==> config.mk <==
export PLATFORM = sky130hd
export DESIGN_NAME = fha_first_hit
export DESIGN_NICKNAME = d
export VERILOG_FILES = /design/src/rtl/fha_pkg.sv /design/src/rtl/fha_src_mux.sv /design/src/rtl/fha_prio_enc.sv /design/src/rtl/fha_hold_timer.sv /design/src/rtl/fha_first_hit.sv
export SDC_FILE = /design/constraint.sdc
export NUM_CORES = 1
export LEC_CHECK = 0
export BUFFER_PORTS_ARGS = -buffer_cell sky130_fd_sc_hd__buf_4
export CAP_MARGIN = 30
export CELL_PAD_IN_SITES_DETAIL_PLACEMENT = 1
export CELL_PAD_IN_SITES_GLOBAL_PLACEMENT = 1
export CORE_MARGIN = 1
export CORE_UTILIZATION = 29
export CTS_CLUSTER_DIAMETER = 50
export CTS_CLUSTER_SIZE = 8
export DETAILED_ROUTE_END_ITERATION = 8
export GPL_ROUTABILITY_DRIVEN = 0
export PLACE_DENSITY = 0.8
export SKIP_CTS_REPAIR_TIMING = 1
export SYNTH_ARGS = -nofsm -noshare
export SYNTH_HDL_FRONTEND = slang
export SYNTH_SLANG_ARGS = --single-unit
==> constraint.sdc <==
create_clock -name clk -period 2.5 [get_ports clk]
set_clock_uncertainty 0.1 [all_clocks]
set_input_delay 0.25 -clock clk [delete_from_list [all_inputs] [get_ports clk]]
set_output_delay 0.25 -clock clk [all_outputs]
set_load 0.1 [all_outputs]
==> src/rtl/fha_pkg.sv <==
`timescale 1ns/1ps
package fha_pkg;

    typedef enum logic {
        FHA_ARMED = 1'b0,
        FHA_HELD  = 1'b1
    } fha_state_e;

endpackage

==> src/rtl/fha_src_mux.sv <==
`timescale 1ns/1ps
// Picks the strobe vector that counts as an event.
module fha_src_mux #(
    parameter int NUM_CH = 64
) (
    input  logic              use_peak,
    input  logic [NUM_CH-1:0] thr_vec,
    input  logic [NUM_CH-1:0] peak_vec,
    output logic [NUM_CH-1:0] evt_vec
);

    always_comb begin
        evt_vec = use_peak ? peak_vec : thr_vec;
    end

endmodule

==> src/rtl/fha_prio_enc.sv <==
`timescale 1ns/1ps
// Lowest-index-wins priority encoder.
module fha_prio_enc #(
    parameter int NUM_CH = 64,
    localparam int ADDR_W = $clog2(NUM_CH)
) (
    input  logic [NUM_CH-1:0] req,
    output logic              any,
    output logic [ADDR_W-1:0] idx
);

    always_comb begin
        any = |req;
        idx = '0;
        for (int i = NUM_CH - 1; i >= 0; i--) begin
            if (req[i]) begin
                idx = i[ADDR_W-1:0];
            end
        end
    end

endmodule

==> src/rtl/fha_hold_timer.sv <==
`timescale 1ns/1ps
// Down-counter for the hold window; expire is high in the last held cycle.
module fha_hold_timer #(
    parameter int HOLD_CYC = 4,
    localparam int CNT_W = $clog2(HOLD_CYC + 1)
) (
    input  logic clk,
    input  logic rst,
    input  logic load,
    input  logic active,
    output logic expire
);

    logic [CNT_W-1:0] cnt_q;

    always_ff @(posedge clk) begin
        if (rst) begin
            cnt_q <= '0;
        end else if (load) begin
            cnt_q <= CNT_W'(HOLD_CYC - 1);
        end else if (active && cnt_q != '0) begin
            cnt_q <= cnt_q - 1'b1;
        end
    end

    always_comb begin
        expire = active && (cnt_q == '0);
    end

endmodule

==> src/rtl/fha_first_hit.sv <==
`timescale 1ns/1ps
module fha_first_hit
    import fha_pkg::*;
#(
    parameter int NUM_CH   = 64,
    parameter int HOLD_CYC = 4,
    localparam int ADDR_W  = $clog2(NUM_CH)
) (
    input  logic              clk,
    input  logic              rst,
    input  logic              src_peak,
    input  logic [NUM_CH-1:0] thr_strb,
    input  logic [NUM_CH-1:0] peak_strb,
    output logic              first_flag,
    output logic [ADDR_W-1:0] first_addr
);

    fha_state_e        state_q, state_d;
    logic [NUM_CH-1:0] evt_vec;
    logic              evt_any;
    logic [ADDR_W-1:0] evt_idx;
    logic              capture;
    logic              expire;
    logic              flag_q;
    logic [ADDR_W-1:0] addr_q;

    fha_src_mux #(.NUM_CH(NUM_CH)) u_mux (
        .use_peak (src_peak),
        .thr_vec  (thr_strb),
        .peak_vec (peak_strb),
        .evt_vec  (evt_vec)
    );

    fha_prio_enc #(.NUM_CH(NUM_CH)) u_enc (
        .req (evt_vec),
        .any (evt_any),
        .idx (evt_idx)
    );

    fha_hold_timer #(.HOLD_CYC(HOLD_CYC)) u_timer (
        .clk    (clk),
        .rst    (rst),
        .load   (capture),
        .active (state_q == FHA_HELD),
        .expire (expire)
    );

    always_comb begin
        capture = (state_q == FHA_ARMED) && evt_any;
    end

    // Next-state logic
    always_comb begin
        state_d = state_q;
        unique case (state_q)
            FHA_ARMED: if (evt_any) state_d = FHA_HELD;
            FHA_HELD:  if (expire)  state_d = FHA_ARMED;
            default:   state_d = FHA_ARMED;
        endcase
    end

    // State register
    always_ff @(posedge clk) begin
        if (rst) begin
            state_q <= FHA_ARMED;
        end else begin
            state_q <= state_d;
        end
    end

    // Output register
    always_ff @(posedge clk) begin
        if (rst) begin
            flag_q <= 1'b0;
            addr_q <= '0;
        end else begin
            unique case (state_q)
                FHA_ARMED: begin
                    if (evt_any) begin
                        flag_q <= 1'b1;
                        addr_q <= evt_idx;
                    end else begin
                        flag_q <= 1'b0;
                        addr_q <= '0;
                    end
                end
                FHA_HELD: begin
                    if (expire) begin
                        flag_q <= 1'b0;
                        addr_q <= '0;
                    end
                end
                default: begin
                    flag_q <= 1'b0;
                    addr_q <= '0;
                end
            endcase
        end
    end

    assign first_flag = flag_q;
    assign first_addr = addr_q;

endmodule

==> results of run 1 <==
layout by cell type (no fill, tap or decap), drive strengths merged, types with 3 or more instances in the layout:
cell     netlist  final
a221oi         3      3
or3            6      6
o22ai         13     13
a2111oi        3      3
dfxtp         11     11
nand2b         6      6
clkbuf         2      4
o21bai         3      3
nor3          41     41
o21ai         15     15
inv           27     27
o32ai          4      4
o31ai          4      4
nor2          45     45
nand2         10     10
nor2b         11     11
buf           12    149
a211oi         6      6
or3b           4      4
mux2i          4      4
nor4           5      5
nor3b         22     22
nor4b          3      3
a21oi         43     43
routing by layer:
| metal | share of wire (%) | track usage, % | up-vias |
|---|---|---|---|
| met1 | 42 | 26.80 | 1470 |
| met4 | 2.6 | 6.421 | 0 |
| li1 | - | - | 1580 |
| met2 | 48 | 41.09 | 135 |
| met5 | 0 | 0 | - |
| met3 | 7.0 | 3.892 | 20 |
sequential cells by signal, indices dropped and copies added, names as in the netlist:
| name | count |
|---|---|
| first_addr | 6 |
| u_timer.cnt_q | 3 |
| first_flag | 1 |
| state_q | 1 |
kinds of logic (layout without fill, tap and decap cells):
group,after synthesis,count (layout),share of synthesized area (%)
XOR/XNOR,1,1,0.3927
multiplexers,4,4,1.795
AND/OR/NAND/NOR,162,162,41.06
adder cells (fa/ha/maj),2,2,1.122
flip-flops,11,11,9.871
AO/OA/AOI/OAI,121,121,36.57
buffers and inverters,41,180,9.198
cell type report:
class / instances / area share [%]
well taps: 99 / 3.601
inverters: 27 / 2.947
repair buffers: 149 / 33.25
flip-flops and latches: 11 / 6.402
multi-input cells: 290 / 52.49
clock buffers: 4 / 1.310
worst max-delay path, stage by stage:
cell and delay (ns):
buf_4 0.20, buf_12 0.19, buf_4 0.22, nor3b_1 0.33, o22ai_1 0.16, nor2_1 0.21
nand3_1 0.19, o21bai_2 0.23, a2bb2oi_1 0.18, a211oi_1 0.07
power by group:
part	internal, mW	leakage, nW	switching [mW]
Sequential	0.185	0.0903	0.00595
Combinational	0.246	1.34	0.243
Clock	0.112	0.0228	0.0647
metrics by stage:
step	setup WS, ns	total power, mW	hold WS (ns)	util (%)
2_1_floorplan	0.4478	0.4221	0.3108	-
3_3_place_gp	0.07459	0.6722	0.3462	46.30
3_5_place_dp	0.03430	0.6832	0.3587	46.30
4_1_cts	0.2735	0.8634	0.1768	46.92
5_1_grt	0.04561	0.9208	0.1896	46.92
6_report	0.2401	0.8573	0.1817	46.92
worst max path at each step:
stage                         end  slack, ns  cells after the start
finish              first_addr[2]       0.24                     10
global route        first_addr[2]       0.05                     10
CTS                 first_addr[2]       0.27                     10
detailed placement  first_addr[2]       0.03                     10
global placement    first_addr[1]       0.07                      8
floorplan           first_addr[2]       0.45                      8
==> key figures, run 1 <==
Worst setup path
  – Setup crit start kind: primary input
  – Critical Path RT: between 2 and 2.5 ns
  – FF-to-FF End: first_addr[1]
  – WS Path Type: in2reg
  – Reg2reg path depth: 10
  – CP startpoint: src_peak
  – Worst path arrival time: 2.25 ns
  – R2r setup slk: 0.52 ns
  – CP max FO: 30
  – Nature of the critical path endpoint: flip-flop
  – R2R Path Start: u_timer.cnt_q[0]

Final layout
  – Layout cell share with drive strength beyond 1: 33.89%
  – Multi-input combinational cell area: 1805 um2
  – N_diodes: 0
  – NumNets Final: 615
  – Fin cells: 580
  – Area grow syn2layout: 54.18%
  – Register area: 220.2 um2
  – Post-route cell area: between 3000 and 4000 um2
  – # fillers: 960

Timing
  – RSZ-0062 raised after global routing: false
  – Fmax: 442.5 MHz
  – Final setup TNS: 0 ns
  – Final Cycle Share: 90.40%
  – Final Hold Fails: 0
  – Endpoints failing setup: 0
  – Min Tclk post-route: 2.260 ns
  – Slew Viols, Final: 0
  – Rel. slew slack: 61.96%
  – Worst-Margin Slew: 0.5562 ns

Clock tree
  – CTS max path bufs: 2
  – TritonCTS clock tree: yes
  – Clock-pin slew of the registers on the worst-case setup and hold paths: 0.05 ns
  – Clk_lat worst skew: roughly 0.24 ns
  – H-tree levels: 1
  – CTS Buf Count: 3
  – Clock sinks: 11
  – Clk root buf: clkbuf_8

Flow run
  – Max-cap violation count: 0

Detailed routing
  – Drt via density: roughly 5.5
  – # DRC: 0
  – Post-DR wirelength/cell: between 15 and 20 um
  – First-pass DRT Iterations: 4
  – First DRT Iteration DRCs: 87
  – ANT nets after route: 0
  – Final wirelength: 9354 um
  – DR vias: ~3200

Global route
  – First-pass GRT wire length: 15250 um
  – GRT Util Overall: 22.53%
  – Gr ovfl total: 0
  – Largest net degree at the start of global routing: 31
  – Vias in the first global route: 3353
  – Initial antenna violation count: 0

Logic synthesis
  – Post-synth net total: ~480
  – Synth Area per Inst: 6.523 um2
  – Synth Register Bits: 11
  – Yosys cell types: 63
  – Most used DFF post-synth: dfxtp_1
  – Synth Cell Area: 2231 um2
  – Top post-synthesis cells by area: dfxtp_1, a21oi_1, nor3_1
  – Dominant cell by count in the synthesized netlist: nor2_1
  – Synth top cells by count: nor2_1, a21oi_1, nor3_1
  – Syn Inst Count: about 340
  – Post-synthesis sequential area ratio: 9.871%
  – Post-synth EDFFs: 0
  – Yosys warns: 0
  – Synth top area share: 9.871%
  – Largest area contributor in the netlist: dfxtp_1
  – Async S/R FF share, synth: 0%

Power
  – Leak Pwr: 1.450 nW
  – Worst IR Drop VDD: roughly 0.15 mV
  – P per Cell Area: 249.2 nW/um2

Run status
  – Status: completed

Floorplan
  – Die width: 89.71 um
  – Core Region: 7331 um2
  – Ports: approximately 140
  – Die Y-Extent: around 90 um
  – Initial Util: 30.43%
  – Cell Rows: 31
  – Die Area: 8048 um2

Placed design
  – Placed Instances: 576
  – Post-DP HPWL: a little over 8000 um
  – Port bufs: 137
  – Post-Place Cell Area: 3395 um2

Hold path
  – Hold path start: rst
  – Hold depth: 2
  – Worst hold-check path type: in2reg
  – Hold Crit Endpoint: u_timer.cnt_q[1]
Power figures use the tool's default switching activity.
==> inputs of run 2 (changes only) <==
--- a/config.mk
+++ b/config.mk
@@ -5,12 +5,13 @@
 export SDC_FILE = /design/constraint.sdc
 export NUM_CORES = 1
 export LEC_CHECK = 0
+export ABC_AREA = 1
 export BUFFER_PORTS_ARGS = -buffer_cell sky130_fd_sc_hd__buf_4
 export CAP_MARGIN = 30
 export CELL_PAD_IN_SITES_DETAIL_PLACEMENT = 1
 export CELL_PAD_IN_SITES_GLOBAL_PLACEMENT = 1
 export CORE_MARGIN = 1
-export CORE_UTILIZATION = 29
+export CORE_UTILIZATION = 27
 export CTS_CLUSTER_DIAMETER = 50
 export CTS_CLUSTER_SIZE = 8
 export DETAILED_ROUTE_END_ITERATION = 8
==> run 2 against run 1 <==
Compared with the run above:
- the run now ends with setup timing left
- flip-flop and latch count is the same
- area after synthesis shrank 13%
- critical path depth grew 58
- critical endpoint is now first_addr[0]
- largest power group unchanged
- die area shrank 6.2%
- worst hold slack lost 0.016 ns
- total power grew 28%
- synthesized cell count shrank 10%
- fmax shrank 50%
==> key figures, run 2 <==
Run status
  – Status: complete, but fails checks
  – Failing checks: setup timing

Clock tree
  – Clk_lat worst skew: 0.23 ns
  – CTS max path bufs: 2
  – Clock-pin slew of the registers on the worst-case setup and hold paths: 0.05 ns
  – TritonCTS clock tree: yes
  – CTS Buf Count: 3
  – H-tree levels: 1
  – Clock sinks: 11
  – Clk root buf: clkbuf_8

Logic synthesis
  – Top post-synthesis cells by area: mux2i_1, nand2_1, dfxtp_1
  – Async S/R FF share, synth: 0%
  – Synth top area share: 29.32%
  – Most used DFF post-synth: dfxtp_1
  – Synth Area per Inst: 6.338 um2
  – Post-synth net total: 440
  – Synth Cell Area: 1946 um2
  – Post-synthesis sequential area ratio: a little under an eighth
  – Syn Inst Count: 307
  – Largest area contributor in the netlist: mux2i_1
  – Yosys cell types: 31
  – Synth Register Bits: 11
  – Yosys warns: 0
  – Dominant cell by count in the synthesized netlist: nand2_1
  – Post-synth EDFFs: 0
  – Synth top cells by count: nand2_1, mux2i_1, nor2_1

Placed design
  – Post-DP HPWL: 5954 um
  – Port bufs: 137
  – Placed Instances: 579
  – Post-Place Cell Area: 3329 um2

Global route
  – M2 GR Usage: 39.16%
  – GRT met3 Usage: 2.275%
  – Vias in the first global route: around 2900
  – First-pass GRT wire length: 11350 um
  – Largest net degree at the start of global routing: 31
  – Initial antenna violation count: 0
  – Top Usage Layer GRT: met2
  – Gr ovfl total: 0
  – GRT Util Overall: 18.00%
  – GR Util met1: 17.59%

Timing
  – Worst-Margin Slew: roughly 0.35 ns
  – RSZ-0062 raised after global routing: true
  – Slew Viols, Final: 0
  – Fmax: 223.4 MHz
  – Final Hold Fails: 0
  – Endpoints failing setup: 11
  – Min Tclk post-route: 4.476 ns
  – Final Cycle Share: 179.0%
  – Final worst setup slack: -1.976 ns
  – Rel. slew slack: 75.78%

Final layout
  – Fin cells: 613
  – Max FFs per register: 6
  – # fillers: 872
  – Area grow syn2layout: 111.8%
  – Commonest non-fill, non-tap cell in the layout: buf_4
  – Post-route cell area: 4121 um2
  – N_diodes: 0
  – Layout cell share with drive strength beyond 1: 55.13%
  – Commonest cells after routing, fill and taps aside: buf_4, nand2_1, nor2_1
  – NumNets Final: 651
  – Fin util: 60.00%

Floorplan
  – Initial Util: between 20% and 30%
  – Core Region: slightly below 7000 um2
  – Die width: 86.89 um
  – Die Area: 7550 um2
  – Die Y-Extent: 86.89 um
  – Ports: 138
  – Cell Rows: 30

Worst setup path
  – CP max FO: 6
  – CP max stage cell: buf_12
  – Most used cell, CP: nand2_1
  – Critical Path RT: 2.53 ns
  – FF-to-FF End: u_timer.cnt_q[2]
  – Worst path arrival time: between 4 and 5 ns
  – R2r setup slk: 0.77 ns
  – Setup crit start kind: primary input
  – Nature of the critical path endpoint: flip-flop
  – WS Path Type: in2reg
  – Reg2reg path depth: 7
  – R2R Path Start: u_timer.cnt_q[0]
  – Largest stage delay, worst path: approximately 0.10 ns

Power
  – Int Pwr: 0.6922 mW
  – P per Cell Area: 266.2 nW/um2
  – Psw: 0.4050 mW
  – Leak Pwr: 2.073 nW
  – Sw frac: 36.91%
  – Worst IR Drop VDD: approximately 0.18 mV
  – Clock power share: between 10% and 20%
  – Sequential power share: between 15 and 20%
  – Comb power frac: about 67%

Detailed routing
  – DR vias: 2944
  – Final wirelength: 9869 um
  – Drt via density: slightly below 5
  – Post-DR wirelength/cell: 16.10 um
  – First-pass DRT Iterations: 4
  – First DRT Iteration DRCs: between 50 and 60
  – # DRC: 0
  – ANT nets after route: 0

Hold path
  – Hold Crit Endpoint: first_addr[0]
  – Hold depth: 2
  – Hold path start: rst
  – Worst hold-check path type: in2reg

Flow run
  – Max-cap violation count: 0
-- run 2: cell count changes in the layout (fill, tap and decap cells not counted), moves of 31 or more --
cell / before / now
a21oi_1: 43 / 7
buf_4: 147 / 198
mux2i_1: 4 / 35
nand2_1: 10 / 115
nor3_1: 41 / 0
-- run 2: power groups by stage --
stage | combinational [mW] | sequential [mW] | clock [mW]
final | 0.729 | 0.190 | 0.178
after global routing | 0.781 | 0.191 | 0.191
after CTS | 0.543 | 0.189 | 0.181
after detailed placement | 0.541 | 0.193 | 0
after global placement | 0.521 | 0.192 | 0
after floorplan | 0.254 | 0.220 | 0
-- run 2: cell families after synthesis --
group,synth area share (%)
adder cells (fa/ha/maj),1.286
AO/OA/AOI/OAI,8.296
flip-flops,11.32
buffers and inverters,10.93
multiplexers,31.19
AND/OR/NAND/NOR,36.98
-- run 2: layout make-up --
class                           count  area [um2]  share of cell area (%)
Inverter                           14       82.58                   2.004
Multi-Input combinational cell    273        1876                   45.51
Clock buffer                        4       45.04                   1.093
Timing Repair Buffer              215        1778                   43.14
Tap cell                           96       120.1                   2.914
Sequential cell                    11       220.2                   5.343
-- run 2: routing by layer --
metal	vias up	wire length [um]	share of wire, %
met5	-	0	0
met4	0	422	4.3
met3	36	503	5.1
met2	121	5836	59
met1	1365	3107	31
li1	1422	-	-
-- run 2: worst max-delay path: cells and delay by family --
| kind | cells | cell delay, ns |
|---|---|---|
| and+or+nand+nor | 65 | 4.01 |
| buffers and inverters | 2 | 0.16 |
| AOI/OAI and AO/OA | 1 | 0.05 |
-- run 2: stage by stage --
stage               hold slack [ns]  TNS [ns]  worst slack (ns)  power [mW]
floorplan                    0.3366    -1.856            -1.121      0.4740
global placement             0.3493    -7.741            -1.561      0.7128
detailed placement           0.3642    -9.179            -1.735      0.7334
CTS                          0.1501    -6.464            -1.509      0.9134
global route                 0.1669    -8.713            -2.507       1.163
finish                       0.1661    -6.736            -1.976       1.097
-- run 2: how the worst max path moves through the flow --
stage,from,end,slack (ns),depth (start not counted)
after global placement,src_peak,first_addr[0],-1.56,61
after CTS,src_peak,first_addr[0],-1.51,68
final,src_peak,first_addr[0],-1.98,68
after global routing,src_peak,first_addr[0],-2.51,68
after floorplan,src_peak,first_addr[0],-1.12,68
after detailed placement,src_peak,first_addr[0],-1.74,68
==> inputs of run 3 (changes only) <==
--- a/config.mk
+++ b/config.mk
@@ -12,11 +12,12 @@
 export CELL_PAD_IN_SITES_GLOBAL_PLACEMENT = 1
 export CORE_MARGIN = 1
 export CORE_UTILIZATION = 27
+export CTS_BUF_LIST = sky130_fd_sc_hd__clkbuf_4 sky130_fd_sc_hd__clkbuf_8
 export CTS_CLUSTER_DIAMETER = 50
 export CTS_CLUSTER_SIZE = 8
 export DETAILED_ROUTE_END_ITERATION = 8
 export GPL_ROUTABILITY_DRIVEN = 0
-export PLACE_DENSITY = 0.8
+export PLACE_DENSITY_LB_ADDON = 0.1
 export SKIP_CTS_REPAIR_TIMING = 1
 export SYNTH_ARGS = -nofsm -noshare
 export SYNTH_HDL_FRONTEND = slang
==> run 3 against run 2 <==
Compared with the run above:
- combinational power is 18% lower
- sequential share of layout area up 0.68 points
- count of clock-buffer cells in the layout stayed put
- worst hold slack gained 0.0049 ns
- total power shrank 11%
- largest power group unchanged
- clock power up 6%
- cell area fell by 11%
- critical path depth unchanged
- non-clock buffer count decreased by 16
- the flow still finishes with violations (setup timing)
- utilization decreased by 6.7 points
==> key figures, run 3 (same netlist as run 2, synthesis figures left out) <==
Clock tree
  – Clk root buf: clkbuf_8
  – Clk_lat worst skew: 0.24 ns
  – TritonCTS clock tree: yes
  – H-tree levels: 1
  – Clock-pin slew of the registers on the worst-case setup and hold paths: roughly 0.05 ns
  – Clock sinks: 11
  – CTS max path bufs: 2
  – CTS Buf Count: 3

Timing
  – Slew Viols, Final: 0
  – Worst-Margin Slew: 0.7179 ns
  – Rel. slew slack: between 50% and 60%
  – RSZ-0062 raised after global routing: true
  – Final Hold Fails: 0
  – Fmax: 256.9 MHz
  – Final Cycle Share: 155.7%
  – Final worst setup slack: -1.393 ns
  – Endpoints failing setup: 11
  – Final setup TNS: -4.394 ns
  – Min Tclk post-route: 3.893 ns

Worst setup path
  – Most used cell, CP: nand2_1
  – Nature of the critical path endpoint: flip-flop
  – Critical Path RT: 2.57 ns
  – WS Path Type: in2reg
  – CP Buf/Inv Count: 2
  – Worst path arrival time: 3.97 ns
  – Crit. path cell count: roughly 70
  – Cell family with most CP delay: simple AND/OR/NAND/NOR gates
  – Reg2reg path depth: 6
  – Setup crit start kind: primary input
  – CP max FO: 8
  – CP max stage cell: buf_12
  – Largest stage delay, worst path: 0.12 ns

Placed design
  – Place WS: -1.714 ns
  – Port bufs: 137
  – Placed Instances: ~590
  – Post-DP HPWL: roughly 5500 um

Global route
  – Gr ovfl total: 0
  – First-pass GRT wire length: 10540 um
  – Vias in the first global route: between 2000 and 3000
  – Largest net degree at the start of global routing: 28
  – Initial antenna violation count: 0
  – GRT Util Overall: 16.38%

Run status
  – Status: complete, but fails checks
  – Failing checks: setup timing

Final layout
  – Layout cell share with drive strength beyond 1: 46.91%
  – Commonest non-fill, non-tap cell in the layout: buf_4
  – # fillers: 938
  – Multi-input combinational cell area: 1629 um2
  – Max FFs per register: 6
  – N_diodes: 0
  – NumNets Final: about 640
  – Area grow syn2layout: 88.04%
  – Commonest cells after routing, fill and taps aside: buf_4, nand2_1, mux2i_1
  – Fin cells: 597
  – Fin util: 53.26%
  – Register area: approximately 220 um2

Flow run
  – Max-cap violation count: 0

Floorplan
  – Die Y-Extent: 86.89 um
  – Die Area: roughly 7500 um2
  – Ports: ~140
  – Initial Util: 28.32%
  – Core Region: between 6000 and 7000 um2
  – Die width: 86.89 um
  – Cell Rows: 30

Hold path
  – Worst hold-check path type: in2reg
  – Hold depth: 2

Detailed routing
  – First-pass DRT Iterations: 3
  – # DRC: 0
  – First DRT Iteration DRCs: 14
  – ANT nets after route: 0
  – DR vias: 2664
  – Drt via density: 4.462
  – Post-DR wirelength/cell: about 11 um
  – Final wirelength: 6518 um

Power
  – Total Power: around 0.97 mW
  – Worst IR Drop VDD: just under 0.3 mV
  – P per Cell Area: around 270 nW/um2
  – Leak Pwr: 1.945 nW
==> run 3: changes by cell type in the layout (fill, tap and decap cells not counted), sizes merged <==
cell	before	now
buf	213	199
clkbuf	6	4
==> run 3: layer usage <==
| layer | up-vias | track usage, % | share of wire [%] |
|---|---|---|---|
| met2 | 76 | 33.43 | 54 |
| met4 | 0 | 0.4545 | 0 |
| li1 | 1389 | - | - |
| met5 | - | 0 | 0 |
| met1 | 1199 | 18.34 | 40 |
| met3 | 0 | 2.749 | 5.9 |
==> run 3: worst paths after layout <==
check | start | to | slack [ns]
worst min register to register | first_addr[1] | first_addr[1] | 0.36
worst min-delay path | rst | first_addr[0] | 0.17
worst max-delay path | src_peak | first_addr[0] | -1.39
worst max register to register | u_timer.cnt_q[0] | u_timer.cnt_q[2] | 0.53
==> run 3: stage by stage <==
stage | hold WS (ns) | instance area [um2]
2_1_floorplan | 0.3366 | 1956
3_3_place_gp | 0.3497 | 3374
4_1_cts | 0.1466 | 3423
3_5_place_dp | 0.3591 | 3374
5_1_grt | 0.1719 | 3659
6_report | 0.1710 | 3659
==> run 3: layout make-up <==
class	count	area share, %
Sequential cell	11	6.019
Inverter	14	2.189
Multi-Input combinational cell	273	44.53
Clock buffer	4	1.334
Timing Repair Buffer	199	42.65
Tap cell	96	3.283
==> run 3: power breakdown <==
group	total (mW)	internal, mW	leakage [nW]	switching, mW
combinational	0.595	0.336	1.83	0.259
sequential	0.189	0.185	0.0902	0.00400
clock	0.188	0.123	0.0262	0.0657
